File: config.mk
export PLATFORM = sky130hd
export DESIGN_NAME = ccd_hline_timer
export DESIGN_NICKNAME = d
export VERILOG_FILES = /design/src/rtl/ccd_hline_pkg.sv /design/src/rtl/ccd_hline_count.sv /design/src/rtl/ccd_hline_region.sv /design/src/rtl/ccd_hline_phase.sv /design/src/rtl/ccd_hline_timer.sv
export SDC_FILE = /design/constraint.sdc
export NUM_CORES = 1
export LEC_CHECK = 0
export CORE_MARGIN = 2
export CORE_UTILIZATION = 45
export DETAILED_ROUTE_END_ITERATION = 8
export DONT_BUFFER_PORTS = 1
export PLACE_DENSITY = 0.59
export SETUP_SLACK_MARGIN = 0.02
export SYNTH_ARGS = -nofsm -noshare
export SYNTH_HDL_FRONTEND = slang
export SYNTH_HIERARCHICAL = 1
export SYNTH_SLANG_ARGS = --single-unit
File: constraint.sdc
create_clock -name clk -period 3.5 [get_ports clk]
set_input_delay 0.7 -clock clk [delete_from_list [all_inputs] [get_ports clk]]
set_output_delay 0.7 -clock clk [all_outputs]
set_load 0.02 [all_outputs]
File: src/rtl/ccd_hline_pkg.sv
// Shared types for the horizontal line timing generator.
// Assumes: one readout region is active at a time; BLANK covers the rest.
package ccd_hline_pkg;
    typedef enum logic [2:0] {
        SEG_BLANK = 3'd0,
        SEG_DUMMY = 3'd1,
        SEG_BFRNT = 3'd2,
        SEG_IMAGE = 3'd3,
        SEG_BREAR = 3'd4
    } seg_e;
endpackage

File: src/rtl/ccd_hline_count.sv
// Line and sub-pixel counters.
// Assumes: SUB >= 2 master clocks per pixel; LINE_LEN >= 2.
// live is low in reset and goes high one clock after reset is released.
module ccd_hline_count #(
    parameter int LINE_LEN = 2280,
    parameter int SUB      = 4,
    localparam int CNT_W   = $clog2(LINE_LEN),
    localparam int SUB_W   = $clog2(SUB)
) (
    input  logic             clk,
    input  logic             rst_n,
    input  logic             en,
    output logic [CNT_W-1:0] hcnt,
    output logic [SUB_W-1:0] sub,
    output logic             live
);
    localparam logic [CNT_W-1:0] CNT_LAST = CNT_W'(LINE_LEN - 1);
    localparam logic [SUB_W-1:0] SUB_LAST = SUB_W'(SUB - 1);

    // Step the sub-pixel phase; advance and wrap the line count on its wrap.
    always_ff @(posedge clk) begin
        if (!rst_n) begin
            hcnt <= '0;
            sub  <= '0;
            live <= 1'b0;
        end else begin
            live <= 1'b1;
            if (en) begin
                if (sub == SUB_LAST) begin
                    sub  <= '0;
                    hcnt <= (hcnt == CNT_LAST) ? '0 : hcnt + CNT_W'(1);
                end else begin
                    sub <= sub + SUB_W'(1);
                end
            end
        end
    end
endmodule

File: src/rtl/ccd_hline_region.sv
// Decodes the line count into the readout segment and the vertical-transfer
// window and grid hits.
// Assumes: the readout ends at the last count of the line, and the transfer
// grid ends before the readout starts.
module ccd_hline_region
    import ccd_hline_pkg::*;
#(
    parameter int LINE_LEN = 2280,
    parameter int N_DUMMY  = 28,
    parameter int N_BFRNT  = 2,
    parameter int N_IMAGE  = 1650,
    parameter int N_BREAR  = 52,
    parameter int VT_FIRST = 52,
    parameter int VT_STEP  = 40,
    parameter int VT_N     = 8,
    localparam int CNT_W   = $clog2(LINE_LEN)
) (
    input  logic [CNT_W-1:0] hcnt,
    output seg_e             seg,
    output logic             in_vt,
    output logic             on_grid
);
    localparam int RD_LEN  = N_DUMMY + N_BFRNT + N_IMAGE + N_BREAR;
    localparam int RD_POS  = LINE_LEN - RD_LEN;
    localparam int VT_END  = VT_FIRST + (VT_N - 1) * VT_STEP;
    localparam logic [CNT_W-1:0] B_DUMMY = CNT_W'(RD_POS);
    localparam logic [CNT_W-1:0] B_BFRNT = CNT_W'(RD_POS + N_DUMMY);
    localparam logic [CNT_W-1:0] B_IMAGE = CNT_W'(RD_POS + N_DUMMY + N_BFRNT);
    localparam logic [CNT_W-1:0] B_BREAR = CNT_W'(RD_POS + N_DUMMY + N_BFRNT + N_IMAGE);
    localparam logic [CNT_W-1:0] V_LO    = CNT_W'(VT_FIRST);
    localparam logic [CNT_W-1:0] V_HI    = CNT_W'(VT_END);

    initial begin
        if (RD_POS <= VT_END) $error("transfer grid overlaps the readout");
    end

    // Pick the segment from fixed boundaries in readout order.
    always_comb begin
        if (hcnt >= B_BREAR)      seg = SEG_BREAR;
        else if (hcnt >= B_IMAGE) seg = SEG_IMAGE;
        else if (hcnt >= B_BFRNT) seg = SEG_BFRNT;
        else if (hcnt >= B_DUMMY) seg = SEG_DUMMY;
        else                      seg = SEG_BLANK;
    end

    // Transfer window spans the first to the last grid point.
    always_comb in_vt = (hcnt >= V_LO) && (hcnt <= V_HI);

    logic [VT_N-1:0] hit;
    for (genvar gi = 0; gi < VT_N; gi++) begin : g_grid
        localparam logic [CNT_W-1:0] PT = CNT_W'(VT_FIRST + gi * VT_STEP);
        // Match one grid point.
        always_comb hit[gi] = (hcnt == PT);
    end

    // Any grid point reached.
    always_comb on_grid = |hit;
endmodule

File: src/rtl/ccd_hline_phase.sv
// Makes the two horizontal shift phases and the reset-gate pulse from the
// sub-pixel phase.
// Assumes: RG_W <= SUB/2, so the reset gate sits inside the phase-A-high half.
module ccd_hline_phase #(
    parameter int   SUB     = 4,
    parameter int   RG_W    = 1,
    parameter logic IDLE_A  = 1'b1,
    localparam int  SUB_W   = $clog2(SUB)
) (
    input  logic [SUB_W-1:0] sub,
    input  logic             shifting,
    output logic             ph_a,
    output logic             ph_b,
    output logic             rg
);
    localparam logic [SUB_W-1:0] HALF   = SUB_W'(SUB / 2);
    localparam logic [SUB_W-1:0] RG_END = SUB_W'(RG_W);

    // Phase A high in the first half of a pixel while shifting, idle otherwise.
    always_comb begin
        ph_a = shifting ? (sub < HALF) : IDLE_A;
        ph_b = ~ph_a;
    end

    // Reset gate at the start of each shifted pixel.
    always_comb rg = shifting && (sub < RG_END);
endmodule

File: src/rtl/ccd_hline_timer.sv
// Top of the horizontal line timing generator.
// Assumes: clk is SUB times the pixel rate; reset is synchronous, active low.
// Outputs are decoded from the counters and idle while not running.
module ccd_hline_timer
    import ccd_hline_pkg::*;
#(
    parameter int   LINE_LEN = 2280,
    parameter int   SUB      = 4,
    parameter int   SYNC_W   = 8,
    parameter int   N_DUMMY  = 28,
    parameter int   N_BFRNT  = 2,
    parameter int   N_IMAGE  = 1650,
    parameter int   N_BREAR  = 52,
    parameter int   VT_FIRST = 52,
    parameter int   VT_STEP  = 40,
    parameter int   VT_N     = 8,
    parameter int   RG_W     = 1,
    parameter logic IDLE_A   = 1'b1,
    localparam int  CNT_W    = $clog2(LINE_LEN),
    localparam int  SUB_W    = $clog2(SUB)
) (
    input  logic             clk,
    input  logic             rst_n,
    input  logic             en,
    output logic [CNT_W-1:0] hcount,
    output logic             hsync,
    output logic             hphase_a,
    output logic             hphase_b,
    output logic             rgate,
    output logic             reg_dummy,
    output logic             reg_black_front,
    output logic             reg_image,
    output logic             reg_black_rear,
    output logic             vt_win,
    output logic             vt_tick
);
    localparam logic [CNT_W-1:0] SYNC_END = CNT_W'(SYNC_W);

    logic [CNT_W-1:0] hcnt_q;
    logic [SUB_W-1:0] sub_q;
    logic             live_q;
    logic             go;
    seg_e             seg;
    logic             in_vt;
    logic             on_grid;

    ccd_hline_count #(.LINE_LEN(LINE_LEN), .SUB(SUB)) u_cnt (
        .clk(clk), .rst_n(rst_n), .en(en),
        .hcnt(hcnt_q), .sub(sub_q), .live(live_q)
    );

    ccd_hline_region #(
        .LINE_LEN(LINE_LEN), .N_DUMMY(N_DUMMY), .N_BFRNT(N_BFRNT),
        .N_IMAGE(N_IMAGE), .N_BREAR(N_BREAR),
        .VT_FIRST(VT_FIRST), .VT_STEP(VT_STEP), .VT_N(VT_N)
    ) u_seg (
        .hcnt(hcnt_q), .seg(seg), .in_vt(in_vt), .on_grid(on_grid)
    );

    ccd_hline_phase #(.SUB(SUB), .RG_W(RG_W), .IDLE_A(IDLE_A)) u_ph (
        .sub(sub_q), .shifting(go && (seg != SEG_BLANK)),
        .ph_a(hphase_a), .ph_b(hphase_b), .rg(rgate)
    );

    // Outputs are live only after reset and while enabled.
    always_comb go = live_q && en;

    // Sync, region flags and transfer strobes, gated by run state.
    always_comb begin
        hcount          = hcnt_q;
        hsync           = go && (hcnt_q < SYNC_END);
        reg_dummy       = go && (seg == SEG_DUMMY);
        reg_black_front = go && (seg == SEG_BFRNT);
        reg_image       = go && (seg == SEG_IMAGE);
        reg_black_rear  = go && (seg == SEG_BREAR);
        vt_win          = go && in_vt;
        vt_tick         = go && on_grid && (sub_q == '0);
    end
endmodule

* Yosys cells after proc, flatten, opt, wreduce, memory -nomap -nowiden
Index checks and enable logic that the tools add are counted.
** Storage, ports and cells
- Bits of input ports :: 3
- Register bits after elaboration :: 15
- Output and inout port bits :: 22
** Cells by class
- Eq/ne operators :: 14
- Muxes and demuxes :: 8
- Add/sub/neg operators :: 2
- Reduce and logical (&&, ||, !) cells :: 16
- $lt $le $gt $ge :: 9
- Bitwise gates (word level) :: 1
** Operators by type and width (number)
- 12-bit by 8-bit == test with 1-bit output (second input constant) :: 4
- 12-bit by 10-bit >= comparator with 1-bit output (second input constant) :: 3
- 12-bit by 9-bit == test with 1-bit output (second input constant) :: 2
- 12-bit by 1-bit adder with 12-bit output (second input constant) :: 1
- 12-bit == test (second input constant) :: 1
- 12-bit by 6-bit == test with 1-bit output (second input constant) :: 1
- 12-bit by 7-bit == test with 1-bit output (second input constant) :: 1
- 12-bit >= comparator (second input constant) :: 1
- 12-bit by 6-bit >= comparator with 1-bit output (second input constant) :: 1
- 12-bit by 9-bit less-or-equal comparator with 1-bit output (second input constant) :: 1
- 1-bit logical AND :: 12
- 12-bit by 4-bit < comparator with 1-bit output (second input constant) :: 1
- 12-bit two-way mux :: 1
- 3-bit two-way mux :: 3
- 8-bit OR reduction :: 1
- 3-bit by 2-bit == test with 1-bit output (second input constant) :: 2
- 3-bit by 1-bit == test with 1-bit output (second input constant) :: 1
- 3-bit == test (second input constant) :: 1
- 1-bit two-way mux :: 3
- 3-bit nonzero test :: 1
- 2-bit by 1-bit adder with 2-bit output (second input constant) :: 1
- 2-bit == test (second input constant) :: 1
- 2-bit logical NOT :: 1
- 2-bit by 1-bit < comparator with 1-bit output (second input constant) :: 1
- 4 further kinds :: 4

* Logic depth before layout (Yosys ltp)
Gate-level depths: netlist of the first run.
- Depth in word-level cells :: 9
- Mapped depth :: 8

* By module
Netlist of the first run, hierarchy kept.
** By module, submodules not included
- ccd_hline_count :: area an instance 674.4 sq um, instances 1, cells an instance 73, sequential area each 300.3 sq um
- ccd_hline_region :: area an instance 203.9 sq um, instances 1, cells an instance 34, sequential area each 0.0 sq um
- ccd_hline_timer :: area an instance 100.1 sq um, instances 1, cells an instance 13, sequential area each 0.0 sq um
- ccd_hline_phase :: area an instance 23.8 sq um, instances 1, cells an instance 3, sequential area each 0.0 sq um

* Worst setup path after synthesis of the first run
OpenSTA, ideal clock, no wires.
- Path kind :: reg2out
- Start :: reg u_cnt.hcnt[4]
- End :: out reg_black_front
- Path slack :: 0.339 ns
- Cell stages (with the launch flop) :: 7
- Buffers on the path :: 1
- Data arrival time :: 2.461 ns
- Data required time :: 2.800 ns
- Cell sequence :: dfxtp_1 clkbuf_2 o211a_1 o21ai_0 a21boi_0 o32ai_1 nor4b_1
** RTL lines
- from (decl) :: RTL line ccd_hline_count.sv:13 : output logic [CNT_W-1:0] hcnt,
- from (signal assigned) :: RTL line ccd_hline_count.sv:31 : hcnt <= (hcnt == CNT_LAST) ? '0 : hcnt + CNT_W'(1);
- 12-bit by 10-bit >= comparator with 1-bit output :: RTL line ccd_hline_region.sv:40 : else if (hcnt >= B_IMAGE) seg = SEG_IMAGE;
- 3-bit two-way mux :: RTL line ccd_hline_region.sv:40
- 3-bit two-way mux (*) :: RTL line ccd_hline_region.sv:39 : if (hcnt >= B_BREAR) seg = SEG_BREAR;
- via seg[2] :: RTL line ccd_hline_timer.sv:43 : seg_e seg;
- 3-bit by 2-bit == test with 1-bit output (*) :: RTL line ccd_hline_timer.sv:73 : reg_black_front = go && (seg == SEG_BFRNT);
- 1-bit logical AND (*) :: RTL line ccd_hline_timer.sv:73
- to (decl) :: RTL line ccd_hline_timer.sv:31 : output logic reg_black_front,
Mark *: on every way through the listed nets, which the timed path passes. The rest lies on a longest branch.

* Final worst setup path of the first run
- Start :: reg u_cnt.hcnt[6]
- End :: out rgate
** Between the ends
- Word-level cells in the longest chain between the ends :: 8
** Ends and longest elaborated chain
- 12-bit by 10-bit >= comparator with 1-bit output :: RTL line ccd_hline_region.sv:42 : else if (hcnt >= B_DUMMY) seg = SEG_DUMMY;
- 1-bit two-way mux :: RTL line ccd_hline_region.sv:42
- 3-bit two-way mux :: RTL line ccd_hline_region.sv:41 : else if (hcnt >= B_BFRNT) seg = SEG_BFRNT;
- 3-bit two-way mux :: RTL line ccd_hline_region.sv:40
- 3-bit two-way mux (*) :: RTL line ccd_hline_region.sv:39
- via seg[0] :: RTL line ccd_hline_timer.sv:43
- 3-bit nonzero test (*) :: RTL line ccd_hline_timer.sv:61 : .sub(sub_q), .shifting(go && (seg != SEG_BLANK)),
- 1-bit logical AND (*) :: RTL line ccd_hline_timer.sv:61
- 1-bit logical AND (*) :: RTL line ccd_hline_phase.sv:26 : always_comb rg = shifting && (sub < RG_END);
- to (decl) :: RTL line ccd_hline_timer.sv:29 : output logic rgate,
Marked as above.

==> results of run 1 <==
worst max path at each step:
stage,start,end,slack [ns],cells after the start
final,u_cnt/hcnt[6],rgate,0.29,5
after detailed placement,u_cnt/hcnt[6],rgate,0.61,5
after CTS,u_cnt/hcnt[6],rgate,0.29,5
after global placement,u_cnt/hcnt[6],rgate,0.69,5
after global routing,u_cnt/hcnt[3],rgate,0.04,8
after floorplan,u_cnt/hcnt[4],reg_black_front,0.34,6
cell type report:
| cell class | count | area (um^2) | area share [%] |
|---|---|---|---|
| clock buffers | 4 | 26.3 | 2.39 |
| multi-input cells | 105 | 691 | 62.9 |
| flip-flops and latches | 15 | 300 | 27.4 |
| well taps | 28 | 35.0 | 3.19 |
| repair buffers | 6 | 45.0 | 4.10 |
logic make-up after synthesis:
logic type / synth area share [%]
and+or+nand+nor: 43.9
AOI/OAI and AO/OA: 9.36
DFF: 30.0
xor gates and xnor gates: 10.5
buffers and inverters: 1.75
muxes: 2.00
adders and majority gates: 2.50
layer usage:
| layer | up-vias | part of all wire [%] | global-route usage (%) |
|---|---|---|---|
| met1 | 448 | 44 | 24.9 |
| met3 | 2 | 9.3 | 7.60 |
| met2 | 41 | 47 | 32.3 |
| li1 | 464 | - | - |
| met4 | 0 | 0.59 | 4.95 |
| met5 | - | 0 | 0 |
state kept, by name (all words and copies together), names as in the netlist:
name / cells
u_cnt/sub: 2
u_cnt/live: 1
u_cnt/hcnt: 12
cell usage in the layout (no fill, tap or decap), types with 2 or more instances in the layout:
cell type	n
or3_1	2
xor2_1	6
nand3_1	7
xnor2_1	6
buf_4	6
nor4b_1	4
ha_1	2
nor4_1	5
dfxtp_1	15
or4_1	2
nand2_1	10
and2_1	2
o21ai_0	4
nor2_1	17
nand4_1	2
mux2i_1	2
a21oi_1	5
nor3_1	6
nor2b_1	2
clkbuf_4	3
worst reg2reg max path, cell delays in order, from the launching register on:
cell and delay [ns]:
dfxtp_1 0.46, ha_1 0.35, nand3_2 0.14, or3_4 0.42
or3_1 0.35, a21oi_1 0.17
power by group through the flow:
stage | Clock [uW] | Combinational [uW] | Sequential, uW
3_3_place_gp | 0 | 12.6 | 181
6_report | 96.4 | 13.3 | 178
4_1_cts | 101 | 13.4 | 178
2_1_floorplan | 0 | 12.5 | 181
5_1_grt | 107 | 15.2 | 179
3_5_place_dp | 0 | 13.4 | 182
metrics by stage:
step	power [uW]	hold slack, ns	setup WS (ns)
2_1_floorplan	193	0.547	0.339
3_3_place_gp	194	0.574	0.693
3_5_place_dp	195	0.604	0.608
4_1_cts	292	0.430	0.289
5_1_grt	301	0.418	0.0416
6_report	288	0.438	0.294
timing repair:
action,CTS,global route
hold buffers,0,0
resized for setup,0,1
endpoints found under the setup margin,0,1
buffers inserted,0,0
==> metrics.md, run 1 <==
| Metric | Value |
|---|---|
| Yosys top cell by area | `dfxtp_1` |
| Minimum clock period | `3.21 ns` |
| Post-synthesis instance total | `roughly 120` |
| Routability cong. | `0.769` |
| Power Internal | `223 uW` |
| Final WL | `around 2.4 mm` |
| Hold depth | `0` |
| Top-count cell post-synth | `nor2_1` |
| Synthesized area per cell | `8.15 um^2` |
| Hold crit path type | `input port to flop` |
| Via/cell ratio | `6.04` |
| # fillers | `about 220` |
| CP max FO | `12` |
| Share of total power in combinational logic | `4.6%` |
| Via count | `955` |
| Max Cap Viol | `0` |
| CTS clk-pin slew, worst paths | `0.09 ns` |
| Initial antenna violation count | `0` |
| Clock Skews | `0.00591 ns` |
| EDFF count, synth | `0` |
| CP Launch Type | `flop` |
| Slew @ Worst Pin | `0.663 ns` |
| Post-synth top cells | `17 x nor2_1, 15 x dfxtp_1, 10 x nand2_1` |
| Max frequency | `0.312 GHz` |
| N_diodes | `0` |
| Synth cell types | `42` |
| Die Y | `slightly above 50 um` |
| Root buf cell | `clkbuf_4` |
| Total Routing Usage GR | `20.0%` |
| Status | `complete, no violations` |
| Core area | `0.00215 mm^2` |
| R2r setup slk | `~1.5 ns` |
| Max_slew headroom | `55.7%` |
| Max Buffers Root-to-Sink | `2` |
| Residual DRC | `0` |
| Ys flop type | `dfxtp_1` |
| Hold path startpoint | `rst_n` |
| CP Cell Sequence | `or3_1 -> o32ai_1 -> nor3_1 -> nor2_1 -> nor3b_4` |
| Switching pwr | `64.6 uW` |
| Critical path class | `flop to primary output` |
| Clock sink total | `15` |
| Fraction of layout cells with a size suffix above 1 | `14.6%` |
| Critical path arrival | `approximately 2.5 ns` |
| Clock power share | `33.5%` |
| Post-route cell area | `approximately 0.0011 mm^2` |
| Die ar. | `around 0.0026 mm^2` |
| Fin crit share | `91.6%` |
| Port bufs | `0` |
| Sw Ratio | `22.4%` |
| Rows | `17` |
| Critical Path RT | `2.80 ns` |
| Finished Layout Cells | `158` |
| Worst r2r dst | `u_cnt/hcnt[11]` |
| Htree depth | `1` |
| Drt pass-1 iters | `4` |
| Largest stage delay, worst path | `0.63 ns` |
| Synth Cell Area | `roughly 0.001 mm^2` |
| Fin. Hold Viols | `0` |
| Sequential area share after synthesis | `between 20% and 30%` |
| Final Setup Violations | `0` |
| Total CTS buffers | `3` |
| Nets | `136` |
| Largest cells by area after synthesis | `dfxtp_1 30%, nor2_1 6.4%, xnor2_1 5.2%, xor2_1 5.2%, nand2_1 3.7%` |
| P&R area growth vs syn | `9.49%` |
| First-pass GRT wire length | `4.00 mm` |
| Detailed placement HPWL | `between 1.5 and 2 mm` |
| Leakage | `0.000398 uW` |
| Cells after DPL | `154` |
| Grt total ovfl | `0` |
| Synth top area share | `approximately 30%` |
| Mapped Nets | `~130` |
| Worst VDD drop | `0.000251 V` |
| Sequential cell fraction of total power | `61.9%` |
| Final TNS setup | `0 ns` |
| Boundary pin count | `25` |
| Slowest cell on crit path | `o32ai_1` |
| Post-synth ARST share | `0%` |
| Synth warnings | `6` |
| CP Buf/Inv Count | `0` |
| CP endpoint kind | `primary output` |
| Seq cells post-synth | `15` |
| Launching point of the worst reg2reg path | `u_cnt/sub[1]` |
| Initial DRC count | `17` |
| Area after DPL | `0.00106 mm^2` |
| Slew Limit Fails | `0` |
| Routed len/inst | `15.0 um` |
| Pin count of the biggest net entering global routing | `14` |
| CTS tree | `built` |
| Vias in the first global route | `885` |
| RSZ-0062 raised after global routing | `false` |
| FF-to-FF path depth | `5` |
| Layout Utilization | `between 50% and 60%` |
| Later-pin clock latency in the skew report | `~0.28 ns` |
| Die W | `51.2 um` |
| End point of the worst hold path | `u_cnt/live` |
| Number of antenna-violating nets in the routed design | `0` |
| Pwr Density | `approximately 260 mW/mm^2` |
| Crit-path leading delay family | `simple AND/OR/NAND/NOR gates` |
| Starting density of the core | `46.7%` |
Note: power is estimated with default switching activity, not from simulation.
==> run 2: changes to the inputs <==
- CORE_UTILIZATION: 45 -> 34
- PLACE_DENSITY: 0.59 -> 0.47
==> run 2 against run 1 <==
Largest cell class unchanged. Global-route usage is 3.8 points lower. Highest routed layer unchanged. First-iteration DRC count rose to 4.8 times the previous value. Utilization shrank 11 points. Critical endpoint unchanged. Via count decreased by 3.5%. Sequential cell count unchanged. Clock skew is 0.0021 ns lower. Setup slack improved by 0.065 ns.
==> metrics.md, run 2 (synthesis gave the netlist of run 1 again) <==
| Metric | Value |
|---|---|
| Clock Skews | `0.00381 ns (was 0.00591 ns)` |
| Final Setup Violations | `0 (unchanged)` |
| Routability cong. | `0.698 (was 0.769)` |
| Die W | `58.3 um (was 51.2 um)` |
| Hold slack | `0.430 ns (was 0.438 ns)` |
| Boundary pin count | `25 (unchanged)` |
| CP max FO | `13 (was 12)` |
| Slew Limit Fails | `0 (unchanged)` |
| N_diodes | `0 (unchanged)` |
| Slew @ Worst Pin | `0.621 ns (was 0.663 ns)` |
| Die Y | `58.3 um (was 51.2 um)` |
| Die ar. | `0.00340 mm^2 (was 0.00262 mm^2)` |
| CP Launch Type | `flop (unchanged)` |
| Core area | `0.00278 mm^2 (was 0.00215 mm^2)` |
| Largest register FFs | `12 (unchanged)` |
| Hold crit path type | `input port to flop (unchanged)` |
| Layout Utilization | `39.7% (was 51.1%)` |
| Max_slew headroom | `58.6% (was 55.7%)` |
| Max frequency | `0.318 GHz (was 0.312 GHz)` |
| Port bufs | `0 (unchanged)` |
| Htree depth | `1 (unchanged)` |
| P&R area growth vs syn | `10.1% (was 9.49%)` |
| Leakage | `0.000401 uW (was 0.000398 uW)` |
| Routed len/inst | `15.6 um (was 15.0 um)` |
| Critical path arrival | `2.44 ns (was 2.51 ns)` |
| Nets | `136 (unchanged)` |
| Initial antenna violation count | `0 (unchanged)` |
| CTS tree | `built (unchanged)` |
| Grt total ovfl | `0 (unchanged)` |
| Fin crit share | `89.7% (was 91.6%)` |
| Area after DPL | `0.00107 mm^2 (was 0.00106 mm^2)` |
| RSZ-0062 raised after global routing | `false (unchanged)` |
| Max Cap Viol | `0 (unchanged)` |
| Pwr Density | `266 mW/mm^2 (was 262 mW/mm^2)` |
| Max Buffers Root-to-Sink | `2 (unchanged)` |
| Post-route cell area | `0.00110 mm^2 (about the same)` |
| Final WL | `2.51 mm (was 2.37 mm)` |
| Vias in the first global route | `834 (was 885)` |
| Status | `complete, no violations (unchanged)` |
| # fillers | `317 (was 216)` |
| Residual DRC | `0 (unchanged)` |
| Initial DRC count | `82 (was 17)` |
| Minimum clock period | `3.14 ns (was 3.21 ns)` |
| Starting density of the core | `36.0% (was 46.7%)` |
| Clock sink total | `15 (unchanged)` |
| Fin. Hold Viols | `0 (unchanged)` |
| Drt pass-1 iters | `4 (unchanged)` |
| Final TNS setup | `0 ns (unchanged)` |
| Critical path class | `flop to primary output (unchanged)` |
| Total CTS buffers | `3 (unchanged)` |
| Total Routing Usage GR | `16.2% (was 20.0%)` |
| Worst VDD drop | `0.000224 V (was 0.000251 V)` |
| Pin count of the biggest net entering global routing | `14 (unchanged)` |
| Post-CTS sizing | `0 (unchanged)` |
| Critical Path RT | `2.80 ns (about the same)` |
| Biggest regs | `u_cnt/hcnt x12, u_cnt/sub x2, u_cnt/live x1 (unchanged)` |
| Root buf cell | `clkbuf_4 (unchanged)` |
| CTS clk-pin slew, worst paths | `0.09 ns (about the same)` |
| Later-pin clock latency in the skew report | `0.29 ns (was 0.28 ns)` |
| CP endpoint kind | `primary output (unchanged)` |
| Setup bufs post-CTS | `0 (unchanged)` |
| Via/cell ratio | `5.73 (was 6.04)` |
| Fraction of layout cells with a size suffix above 1 | `16.2% (was 14.6%)` |
| Number of antenna-violating nets in the routed design | `0 (unchanged)` |
| Via count | `922 (was 955)` |
| Detailed placement HPWL | `1.77 mm (was 1.71 mm)` |
| Seq. cell area | `302 um^2 (was 300 um^2)` |
| First-pass GRT wire length | `4.21 mm (was 4.00 mm)` |
| Multi-input logic area | `692 um^2 (was 691 um^2)` |
| Hold_buf cts | `0 (unchanged)` |
| Most common cell after layout, fill and taps aside | `nor2_1 (unchanged)` |
| Most frequent cells in the layout | `17 x nor2_1, 14 x dfxtp_1, 10 x nand2_1 (was 17 x nor2_1, 15 x dfxtp_1, 10 x nand2_1)` |
| Most flop-heavy register | `u_cnt/hcnt (unchanged)` |
| Rows | `19 (was 17)` |
## run 2: worst max-delay path, cell delays in order (launching register included)
cell and delay (ns):
dfxtp_1 0.51, o211a_1 0.31, o21ai_0 0.13, a21boi_0 0.10
buf_4 0.17, a21oi_1 0.30, nor3_1 0.10, nor2_1 0.15
nor3b_2 0.39
## run 2: metal layers
layer | routed length [um] | track usage, % | vias up
li1 | - | - | 465
met1 | 1200 | 23.1 | 426
met2 | 1130 | 23.6 | 27
met3 | 149 | 3.30 | 4
met4 | 38 | 6.98 | 0
met5 | 0 | 0 | -
## run 2: area by class of cell
class / count / share of cell area (%)
multi-input cells: 105 / 62.7
flip-flops and latches: 15 / 27.3
repair buffers: 6 / 4.08
well taps: 31 / 3.51
clock buffers: 4 / 2.38
## run 2: where the power goes
group / switching [uW] / total (uW) / internal [uW]
clock: 58.3 / 103 / 44.3
combinational: 7.35 / 13.1 / 5.76
sequential: 4.22 / 178 / 173
## run 2: through the flow
step	setup slack [ns]	total power, uW	instances
2_1_floorplan	0.339	193	123
3_3_place_gp	0.667	194	157
3_5_place_dp	0.642	195	157
4_1_cts	0.300	296	161
5_1_grt	0.0293	310	161
6_report	0.360	293	161
## run 2: path summary, 6_finish.rpt
kind | start | end | slack, ns | depth (start not counted)
worst min-delay path | rst_n | u_cnt/live | 0.43 | 0
worst max-delay path | u_cnt/hcnt[3] | rgate | 0.36 | 8
worst max register to register | u_cnt/sub[1] | u_cnt/hcnt[11] | 1.61 | 5
worst min register to register | u_cnt/sub[0] | u_cnt/sub[0] | 0.60 | 2
